## config.mk

```make
export PLATFORM = sky130hd
export DESIGN_NAME = cap_timer16
export DESIGN_NICKNAME = d
export VERILOG_FILES = /design/src/rtl/cap_timer_pkg.sv /design/src/rtl/capt_pin_sync.sv /design/src/rtl/capt_prescaler.sv /design/src/rtl/capt_counter.sv /design/src/rtl/cap_timer16.sv
export SDC_FILE = /design/constraint.sdc
export NUM_CORES = 1
export LEC_CHECK = 0
export BUFFER_PORTS_ARGS = -buffer_cell sky130_fd_sc_hd__buf_2
export CAP_MARGIN = 20
export CORE_MARGIN = 2
export CORE_UTILIZATION = 60
export DETAILED_ROUTE_END_ITERATION = 7
export PLACE_DENSITY = 0.79
export SETUP_SLACK_MARGIN = 0.1
export SYNTH_ARGS = -nofsm -noshare
export SYNTH_HDL_FRONTEND = slang
export SYNTH_SLANG_ARGS = --single-unit
```

## constraint.sdc

```tcl
create_clock -name clk -period 5.5 [get_ports clk]
set_input_delay 0.825 -clock clk [delete_from_list [all_inputs] [get_ports clk]]
set_output_delay 0.825 -clock clk [all_outputs]
set_load 0.02 [all_outputs]
```

## src/rtl/cap_timer_pkg.sv

```systemverilog
`timescale 1ns/1ps
package cap_timer_pkg;

   localparam int ADDR_W = 3;

   localparam logic [ADDR_W-1:0] A_CTRL   = 3'd0;
   localparam logic [ADDR_W-1:0] A_CNT_LO = 3'd1;
   localparam logic [ADDR_W-1:0] A_CNT_HI = 3'd2;
   localparam logic [ADDR_W-1:0] A_CAP_LO = 3'd3;
   localparam logic [ADDR_W-1:0] A_CAP_HI = 3'd4;
   localparam logic [ADDR_W-1:0] A_FLAGS  = 3'd5;
   localparam logic [ADDR_W-1:0] A_MASK   = 3'd6;

   localparam int FLAG_OVF = 0;
   localparam int FLAG_CAP = 1;
   localparam int NUM_FLAGS = 2;

   localparam int CS_W     = 3;
   localparam int CTRL_W   = 5;
   localparam int NUM_DIV  = 4;   // divided rates, codes 2 .. 2+NUM_DIV-1

   // log2 of the division ratio for divided rate i
   function automatic int div_shift(input int i);
      case (i)
         0:       return 3;
         1:       return 6;
         2:       return 8;
         default: return 10;
      endcase
   endfunction

   typedef struct packed {
      logic            top_cap;   // bit 4: capture register acts as TOP
      logic            edge_rise; // bit 3: 1 = rising edge captures
      logic [CS_W-1:0] cs;        // bits 2:0: rate select
   } ctrl_t;

endpackage

```

## src/rtl/capt_pin_sync.sv

```systemverilog
`timescale 1ns/1ps
module capt_pin_sync #(
   parameter int   STAGES  = 2,
   parameter logic RST_LVL = 1'b0
) (
   input  logic clk,
   input  logic rst_n,
   input  logic pin,
   input  logic rise_sel,
   output logic hit
);

   if (STAGES < 2) begin : g_bad_stages
      $error("capt_pin_sync: STAGES must be at least 2");
   end

   logic [STAGES-1:0] chain_q;
   logic              prev_q;
   logic              lvl;
   logic              rise;
   logic              fall;

   always_ff @(posedge clk or negedge rst_n) begin
      if (!rst_n) begin
         chain_q <= {STAGES{RST_LVL}};
         prev_q  <= RST_LVL;
      end else begin
         chain_q <= {chain_q[STAGES-2:0], pin};
         prev_q  <= chain_q[STAGES-1];
      end
   end

   assign lvl  = chain_q[STAGES-1];
   assign rise = lvl & ~prev_q;
   assign fall = ~lvl & prev_q;
   assign hit  = rise_sel ? rise : fall;

   // a rising detection cannot repeat on the next cycle
   p_single_rise_r9: assert property (@(posedge clk) disable iff (!rst_n)
      (lvl && !prev_q) |=> !(lvl && !prev_q));
   // a falling detection cannot repeat on the next cycle
   p_single_fall_r9: assert property (@(posedge clk) disable iff (!rst_n)
      (!lvl && prev_q) |=> !(!lvl && prev_q));

endmodule

```

## src/rtl/capt_prescaler.sv

```systemverilog
`timescale 1ns/1ps
module capt_prescaler
   import cap_timer_pkg::*;
#(
   parameter int DIV_W = 10
) (
   input  logic            clk,
   input  logic            rst_n,
   input  logic [CS_W-1:0] cs,
   input  logic            restart,
   output logic            tick
);

   if (DIV_W < div_shift(NUM_DIV-1)) begin : g_bad_div
      $error("capt_prescaler: DIV_W too small for the largest ratio");
   end

   logic [DIV_W-1:0]   div_q;
   logic [NUM_DIV-1:0] tap;

   always_ff @(posedge clk or negedge rst_n) begin
      if (!rst_n)       div_q <= '0;
      else if (restart) div_q <= '0;
      else              div_q <= div_q + DIV_W'(1);
   end

   for (genvar i = 0; i < NUM_DIV; i++) begin : g_tap
      localparam int SH = div_shift(i);
      assign tap[i] = &div_q[SH-1:0];
   end

   always_comb begin
      tick = 1'b0;
      if (cs == CS_W'(1)) tick = 1'b1;
      for (int i = 0; i < NUM_DIV; i++) begin
         if (cs == CS_W'(i + 2)) tick = tap[i];
      end
   end

   // divided rates never tick on two adjacent cycles
   p_div_spacing_r5: assert property (@(posedge clk) disable iff (!rst_n)
      (tick && cs >= CS_W'(2) && !restart) |=> !tick);
   // after a restart the first divided tick is not immediate
   p_restart_gap_r5: assert property (@(posedge clk) disable iff (!rst_n)
      (restart && cs >= CS_W'(1)) |=> !(tick && cs >= CS_W'(2)));

endmodule

```

## src/rtl/capt_counter.sv

```systemverilog
`timescale 1ns/1ps
module capt_counter #(
   parameter int W = 16
) (
   input  logic         clk,
   input  logic         rst_n,
   input  logic         tick,
   input  logic [W-1:0] top,
   input  logic         load,
   input  logic [W-1:0] load_val,
   output logic [W-1:0] cnt,
   output logic         wrap
);

   if (W < 2) begin : g_bad_w
      $error("capt_counter: W must be at least 2");
   end

   assign wrap = tick && !load && (cnt == top);

   always_ff @(posedge clk or negedge rst_n) begin
      if (!rst_n)     cnt <= '0;
      else if (load)  cnt <= load_val;
      else if (tick)  cnt <= (cnt == top) ? '0 : cnt + W'(1);
   end

   // a wrap leaves the counter at zero
   p_wrap_zero_r6: assert property (@(posedge clk) disable iff (!rst_n)
      wrap |=> (cnt == '0));
   // without a tick or load the counter holds
   p_hold_r5: assert property (@(posedge clk) disable iff (!rst_n)
      (!tick && !load) |=> $stable(cnt));

endmodule

```

## src/rtl/cap_timer16.sv

```systemverilog
`timescale 1ns/1ps
module cap_timer16
   import cap_timer_pkg::*;
#(
   parameter int DATA_W      = 8,
   parameter int SYNC_STAGES = 2,
   parameter int DIV_W       = 10
) (
   input  logic              clk,
   input  logic              rst_n,
   input  logic              cap_pin,
   input  logic [ADDR_W-1:0] bus_addr,
   input  logic [DATA_W-1:0] bus_wdata,
   input  logic              bus_wr,
   input  logic              bus_rd,
   output logic [DATA_W-1:0] bus_rdata,
   output logic              irq_cap,
   output logic              irq_ovf
);

   localparam int CNT_W = 2 * DATA_W;

   if (DATA_W < CTRL_W) begin : g_bad_data
      $error("cap_timer16: DATA_W must hold the control fields");
   end

   ctrl_t                ctrl_q;
   logic [NUM_FLAGS-1:0] flag_q;
   logic [NUM_FLAGS-1:0] mask_q;
   logic [CNT_W-1:0]     cap_q;
   logic [CNT_W-1:0]     cnt;
   logic [DATA_W-1:0]    wr_hold_q;
   logic [DATA_W-1:0]    rd_hold_q;

   logic wr_ctrl, wr_cnt_lo, wr_cap_lo, wr_hi, wr_flags, wr_mask;
   logic restart, tick, cnt_wrap, pin_hit, cap_evt;
   logic [CNT_W-1:0] top_val;
   logic [NUM_FLAGS-1:0] flag_set;

   // ---------------- write decode ----------------
   assign wr_ctrl   = bus_wr && (bus_addr == A_CTRL);
   assign wr_cnt_lo = bus_wr && (bus_addr == A_CNT_LO);
   assign wr_cap_lo = bus_wr && (bus_addr == A_CAP_LO);
   assign wr_hi     = bus_wr && (bus_addr == A_CNT_HI || bus_addr == A_CAP_HI);
   assign wr_flags  = bus_wr && (bus_addr == A_FLAGS);
   assign wr_mask   = bus_wr && (bus_addr == A_MASK);

   assign restart = wr_ctrl && (bus_wdata[CS_W-1:0] != ctrl_q.cs);

   always_ff @(posedge clk or negedge rst_n) begin
      if (!rst_n) begin
         ctrl_q    <= '0;
         mask_q    <= '0;
         wr_hold_q <= '0;
      end else begin
         if (wr_ctrl) ctrl_q    <= ctrl_t'(bus_wdata[CTRL_W-1:0]);
         if (wr_mask) mask_q    <= bus_wdata[NUM_FLAGS-1:0];
         if (wr_hi)   wr_hold_q <= bus_wdata;
      end
   end

   // ---------------- rate and counter ----------------
   capt_prescaler #(.DIV_W(DIV_W)) i_presc (
      .clk     (clk),
      .rst_n   (rst_n),
      .cs      (ctrl_q.cs),
      .restart (restart),
      .tick    (tick)
   );

   assign top_val = ctrl_q.top_cap ? cap_q : '1;

   capt_counter #(.W(CNT_W)) i_cnt (
      .clk      (clk),
      .rst_n    (rst_n),
      .tick     (tick),
      .top      (top_val),
      .load     (wr_cnt_lo),
      .load_val ({wr_hold_q, bus_wdata}),
      .cnt      (cnt),
      .wrap     (cnt_wrap)
   );

   // ---------------- capture path ----------------
   capt_pin_sync #(.STAGES(SYNC_STAGES), .RST_LVL(1'b0)) i_sync (
      .clk      (clk),
      .rst_n    (rst_n),
      .pin      (cap_pin),
      .rise_sel (ctrl_q.edge_rise),
      .hit      (pin_hit)
   );

   assign cap_evt = pin_hit && !ctrl_q.top_cap;

   always_ff @(posedge clk or negedge rst_n) begin
      if (!rst_n)         cap_q <= '0;
      else if (cap_evt)   cap_q <= cnt;
      else if (wr_cap_lo) cap_q <= {wr_hold_q, bus_wdata};
   end

   // ---------------- flags and interrupts ----------------
   always_comb begin
      flag_set           = '0;
      flag_set[FLAG_OVF] = cnt_wrap;
      flag_set[FLAG_CAP] = cap_evt;
   end

   for (genvar f = 0; f < NUM_FLAGS; f++) begin : g_flag
      always_ff @(posedge clk or negedge rst_n) begin
         if (!rst_n)                       flag_q[f] <= 1'b0;
         else if (flag_set[f])             flag_q[f] <= 1'b1;
         else if (wr_flags && bus_wdata[f]) flag_q[f] <= 1'b0;
      end
   end

   assign irq_ovf = flag_q[FLAG_OVF] & mask_q[FLAG_OVF];
   assign irq_cap = flag_q[FLAG_CAP] & mask_q[FLAG_CAP];

   // ---------------- read path ----------------
   always_ff @(posedge clk or negedge rst_n) begin
      if (!rst_n) begin
         bus_rdata <= '0;
         rd_hold_q <= '0;
      end else if (bus_rd) begin
         case (bus_addr)
            A_CTRL:   bus_rdata <= DATA_W'(ctrl_q);
            A_CNT_LO: begin
               bus_rdata <= cnt[DATA_W-1:0];
               rd_hold_q <= cnt[CNT_W-1:DATA_W];
            end
            A_CAP_LO: begin
               bus_rdata <= cap_q[DATA_W-1:0];
               rd_hold_q <= cap_q[CNT_W-1:DATA_W];
            end
            A_CNT_HI, A_CAP_HI: bus_rdata <= rd_hold_q;
            A_FLAGS:  bus_rdata <= DATA_W'(flag_q);
            A_MASK:   bus_rdata <= DATA_W'(mask_q);
            default:  bus_rdata <= '0;
         endcase
      end
   end

   // a capture stores the count seen in the event cycle and sets the flag
   p_capture_copy_r2: assert property (@(posedge clk) disable iff (!rst_n)
      cap_evt |=> (cap_q == $past(cnt) && flag_q[FLAG_CAP]));
   // in capture-as-TOP mode only software changes the capture register
   p_topcap_ignore_r3: assert property (@(posedge clk) disable iff (!rst_n)
      (ctrl_q.top_cap && !wr_cap_lo) |=> $stable(cap_q));
   // a wrap always leaves the overflow flag set
   p_wrap_flag_r6: assert property (@(posedge clk) disable iff (!rst_n)
      cnt_wrap |=> flag_q[FLAG_OVF]);
   // a counter low-byte read latches the high byte of that cycle
   p_atomic_hi_r4: assert property (@(posedge clk) disable iff (!rst_n)
      (bus_rd && bus_addr == A_CNT_LO) |=> (rd_hold_q == $past(cnt[CNT_W-1:DATA_W])));
   // a capture in the same cycle as a clear keeps the flag set
   p_capture_wins_r8: assert property (@(posedge clk) disable iff (!rst_n)
      (cap_evt && wr_flags && bus_wdata[FLAG_CAP]) |=> flag_q[FLAG_CAP]);

endmodule

```

==> results.txt <==
Status - finished clean
Tightest Pin Transition - 1.05 ns
Area share of the largest cell type after synthesis - 0.429
Root Buffer - clkbuf_8
Die area - 8290 um2
Crit-path max cell delay - 0.75 ns
Fin util - 0.670
Min Tclk post-route - 3.34 ns
Post-Syn Instances - 494
# hold bufs at CTS - 0
Final setup violation count - 0
Clock Skew - 0.00534 ns
Clock group share of total power - 0.207
Share of cells above drive strength 1 - 0.161
H-tree depth - 3
R2r setup slk - 2.38 ns
Largest net degree at the start of global routing - 79
Leak - 2.03 nW
Met3 routed wirelength - 644 um
GPL Wtd Cong - 0.906
Critical R2R Capture - i_cnt.cnt[9]
ANT nets after route - 0
Vias per inst - 6.38
RSZ-0062 raised after global routing - no
VDD IR max - 0.000195 V
CP cell instances - buf_2 -> clkinv_1 -> and3_1 -> a41oi_2 -> nand2_2 -> o311ai_1
Leading area contributor after synthesis - dfrtp_1
Synth warn - 0
IO buf count - 25
Final hold viol count - 0
Setup ws final - 2.16 ns
Drt first-iter violations - 334
Min-Delay Path Class - input port to async pin
Combinational power share - 0.315
Post-DP HPWL - 7.90 mm
Placement Rows - 31
Max cap viols - 0
DRC errors left - 0
Cts repair resizes - 0
CTS Buffer Depth - 2
Die Span Y - 91.0 um
Largest family of logic cells by synthesized area - compound AO/OA/AOI/OAI gates
Setup TNS Final - 0 ns
Reg2Reg Depth - 6
Die X-Extent - 91.0 um
Synth Area in Simple Gates - 0.184
Worst-case headroom to the max-slew limit - 0.296
N_diodes - 0
CP max FO - 28
WP data required - 5.75 ns
Seq pwr share - 0.478
Overflow left after global routing - 0
Crit Reg-Reg Startpoint - ctrl_q[4]
Count of different cell masters after synthesis - 57
Synth Area in Compound Gates - 0.209
Worst path slowest cell - a41oi_2
Register area share after synthesis - 0.429
Async set or reset register ratio after synthesis - 1.00
WS Path Type - input port to register
Int Power - 1.31 mW
P&R area growth vs syn - 7.46%
Setup Buffers After CTS - 0
Max Fclk - 299 MHz
Worst Setup Start Kind - input port
Final Cycle Share - 0.608
Max Used Layer - met4
I/O pin total - 26
Sink Count - 78
FILL cells - 615
Mux cell area share after synthesis - 0.0768
WL final - 11.3 mm
Register bit total from synthesis - 78
Clock buffer count from CTS - 9
Final net count - 518
Total track usage - 0.289
Post-synthesis adder-cell area fraction - 0.00826
Slew Viols, Final - 0
Number of global-route vias before repair - 3845
Synthesized area - 4550 um2
Met2 WL - 5.19 mm
First-pass GRT wire length - 18.9 mm
Clk Latency, worst-skew pair - 0.35 ns
Wl on met1 - 5.06 mm
Worst setup EP type - register
Initial core utilization - 0.623
Net Sw Frac - 0.400
Most used flip-flop cell after synthesis - dfrtp_1
Initial antenna violation count - 0
Cell Pwr Density - 446 nW/um2
Area contributors post-synth - dfrtp_1 (43%), nand2_1 (5.9%), o21ai_0 (4.2%)
Core area - 7290 um2
Post-Syn Nets - 513
DR WL/cell - 18.7 um
Dpl ws - 1.83 ns
Drt pass-1 iters - 6
NetSw - 0.872 mW
Clock Pin Slew Worst Setup and Hold Paths - 0.08 ns
Via count - 3847
Synth Area in XOR/XNOR - 0.0366
Worst EP arrival - 3.59 ns
Number of synthesized flops with an enable pin - 0
CTS tree - yes
Post-Synthesis Mean Instance Area - 9.20 um2
==> cells in the final DEF, fill, tap and decap left out, types with 2 or more instances in the layout <==
cell | synthesis | final
xnor2_1 | 9 | 9
dfrtp_1 | 78 | 78
nor3b_1 | 8 | 8
nor4_1 | 2 | 2
o221ai_2 | 9 | 9
and3_1 | 5 | 5
ha_1 | 3 | 3
clkinvlp_4 | 0 | 2
o21ai_0 | 38 | 38
nor2b_1 | 4 | 4
nand2_1 | 71 | 71
inv_1 | 22 | 22
nand3_1 | 20 | 20
and2_1 | 9 | 9
a21oi_1 | 8 | 8
o22ai_1 | 19 | 19
o211ai_1 | 6 | 6
nor2_1 | 33 | 32
o311ai_1 | 4 | 4
a21o_1 | 2 | 2
nand2b_1 | 3 | 3
clkbuf_8 | 0 | 11
a31oi_1 | 8 | 8
a21oi_2 | 8 | 8
a32oi_1 | 2 | 2
mux2_2 | 15 | 15
buf_2 | 9 | 24
nand4b_1 | 2 | 2
xor2_1 | 10 | 10
a22oi_1 | 17 | 17
nand4_1 | 6 | 6
mux2i_1 | 18 | 18
==> routing by layer <==
layer / GRT usage / up-vias
met3: 0.0481 / 37
li1: - / 1784
met5: 0 / -
met4: 0.152 / 0
met2: 0.435 / 171
met1: 0.403 / 1855
==> power groups by stage <==
stage,combinational (mW),sequential [mW],clock [mW]
after floorplan,0.584,0.927,0
after global placement,0.646,1.03,0
after detailed placement,0.676,1.04,0
after CTS,0.679,1.03,0.458
after global routing,0.772,1.07,0.478
final,0.686,1.04,0.451
==> layout make-up <==
type,instances,area [um2],share of cell area
Clock inverter,4,53.8,0.0110
Multi-Input combinational cell,359,2340,0.479
Tap cell,99,124,0.0254
Clock buffer,12,155,0.0318
Sequential cell,78,1950,0.400
Inverter,24,90.1,0.0184
Timing Repair Buffer,27,170,0.0348
==> state kept, by name (all words and copies together), names as in the netlist <==
register	flops
ctrl_q	5
i_presc.div_q	10
cap_q	16
bus_rdata	8
rd_hold_q	8
i_cnt.cnt	16
wr_hold_q	8
i_sync.prev_q	1
flag_q	2
mask_q	2
i_sync.chain_q	2
==> worst max-delay path, delay by kind of cell <==
family                 cells  cell delay [ns]
AOI/OAI and AO/OA          2             1.12
buffers and inverters      2             0.75
and+or+nand+nor            2             0.87
==> cells in the mapped netlist, drive strengths merged, types with 2 or more instances <==
| library cell | count |
|---|---|
| dfrtp | 78 |
| nand2 | 72 |
| o21ai | 38 |
| nor2 | 33 |
| inv | 23 |
| nand3 | 20 |
| o22ai | 19 |
| clkbuf | 18 |
| mux2i | 18 |
| a22oi | 17 |
| a21oi | 16 |
| buf | 15 |
| mux2 | 15 |
| xor2 | 10 |
| and2 | 9 |
| o221ai | 9 |
| xnor2 | 9 |
| a31oi | 8 |
| nor3b | 8 |
| nand4 | 6 |
| o211ai | 6 |
| and3 | 5 |
| nor2b | 4 |
| o311ai | 4 |
| a32oi | 3 |
| ha | 3 |
| nand2b | 3 |
| a21o | 2 |
| a41oi | 2 |
| nand4b | 2 |
| nor4 | 2 |
==> how the worst max path moves through the flow <==
| stage | start | to | cells after the start |
|---|---|---|---|
| after floorplan | bus_addr[1] | i_cnt.cnt[15] | 8 |
| after global placement | bus_addr[1] | i_cnt.cnt[10] | 6 |
| after detailed placement | bus_addr[1] | i_cnt.cnt[9] | 6 |
| after CTS | bus_addr[1] | i_cnt.cnt[9] | 6 |
| after global routing | bus_addr[1] | i_cnt.cnt[10] | 6 |
| final | bus_addr[1] | i_cnt.cnt[9] | 6 |
==> cells by family after synthesis <==
group                    Yosys count
AND/OR/NAND/NOR                  173
AO/OA/AOI/OAI                    131
flip-flops                        78
buffers and inverters             57
multiplexers                      33
XOR/XNOR                          19
adder cells (fa/ha/maj)            3
==> stage by stage <==
stage / hold WS, ns / cells / total power [mW] / area, um2
floorplan: 0.331 / 494 / 1.51 / 4550
global placement: 0.332 / 585 / 1.68 / 4630
detailed placement: 0.344 / 586 / 1.72 / 4650
CTS: 0.363 / 602 / 2.17 / 4860
global route: 0.348 / 603 / 2.32 / 4880
finish: 0.341 / 603 / 2.18 / 4880
Power figures use the tool's default switching activity.
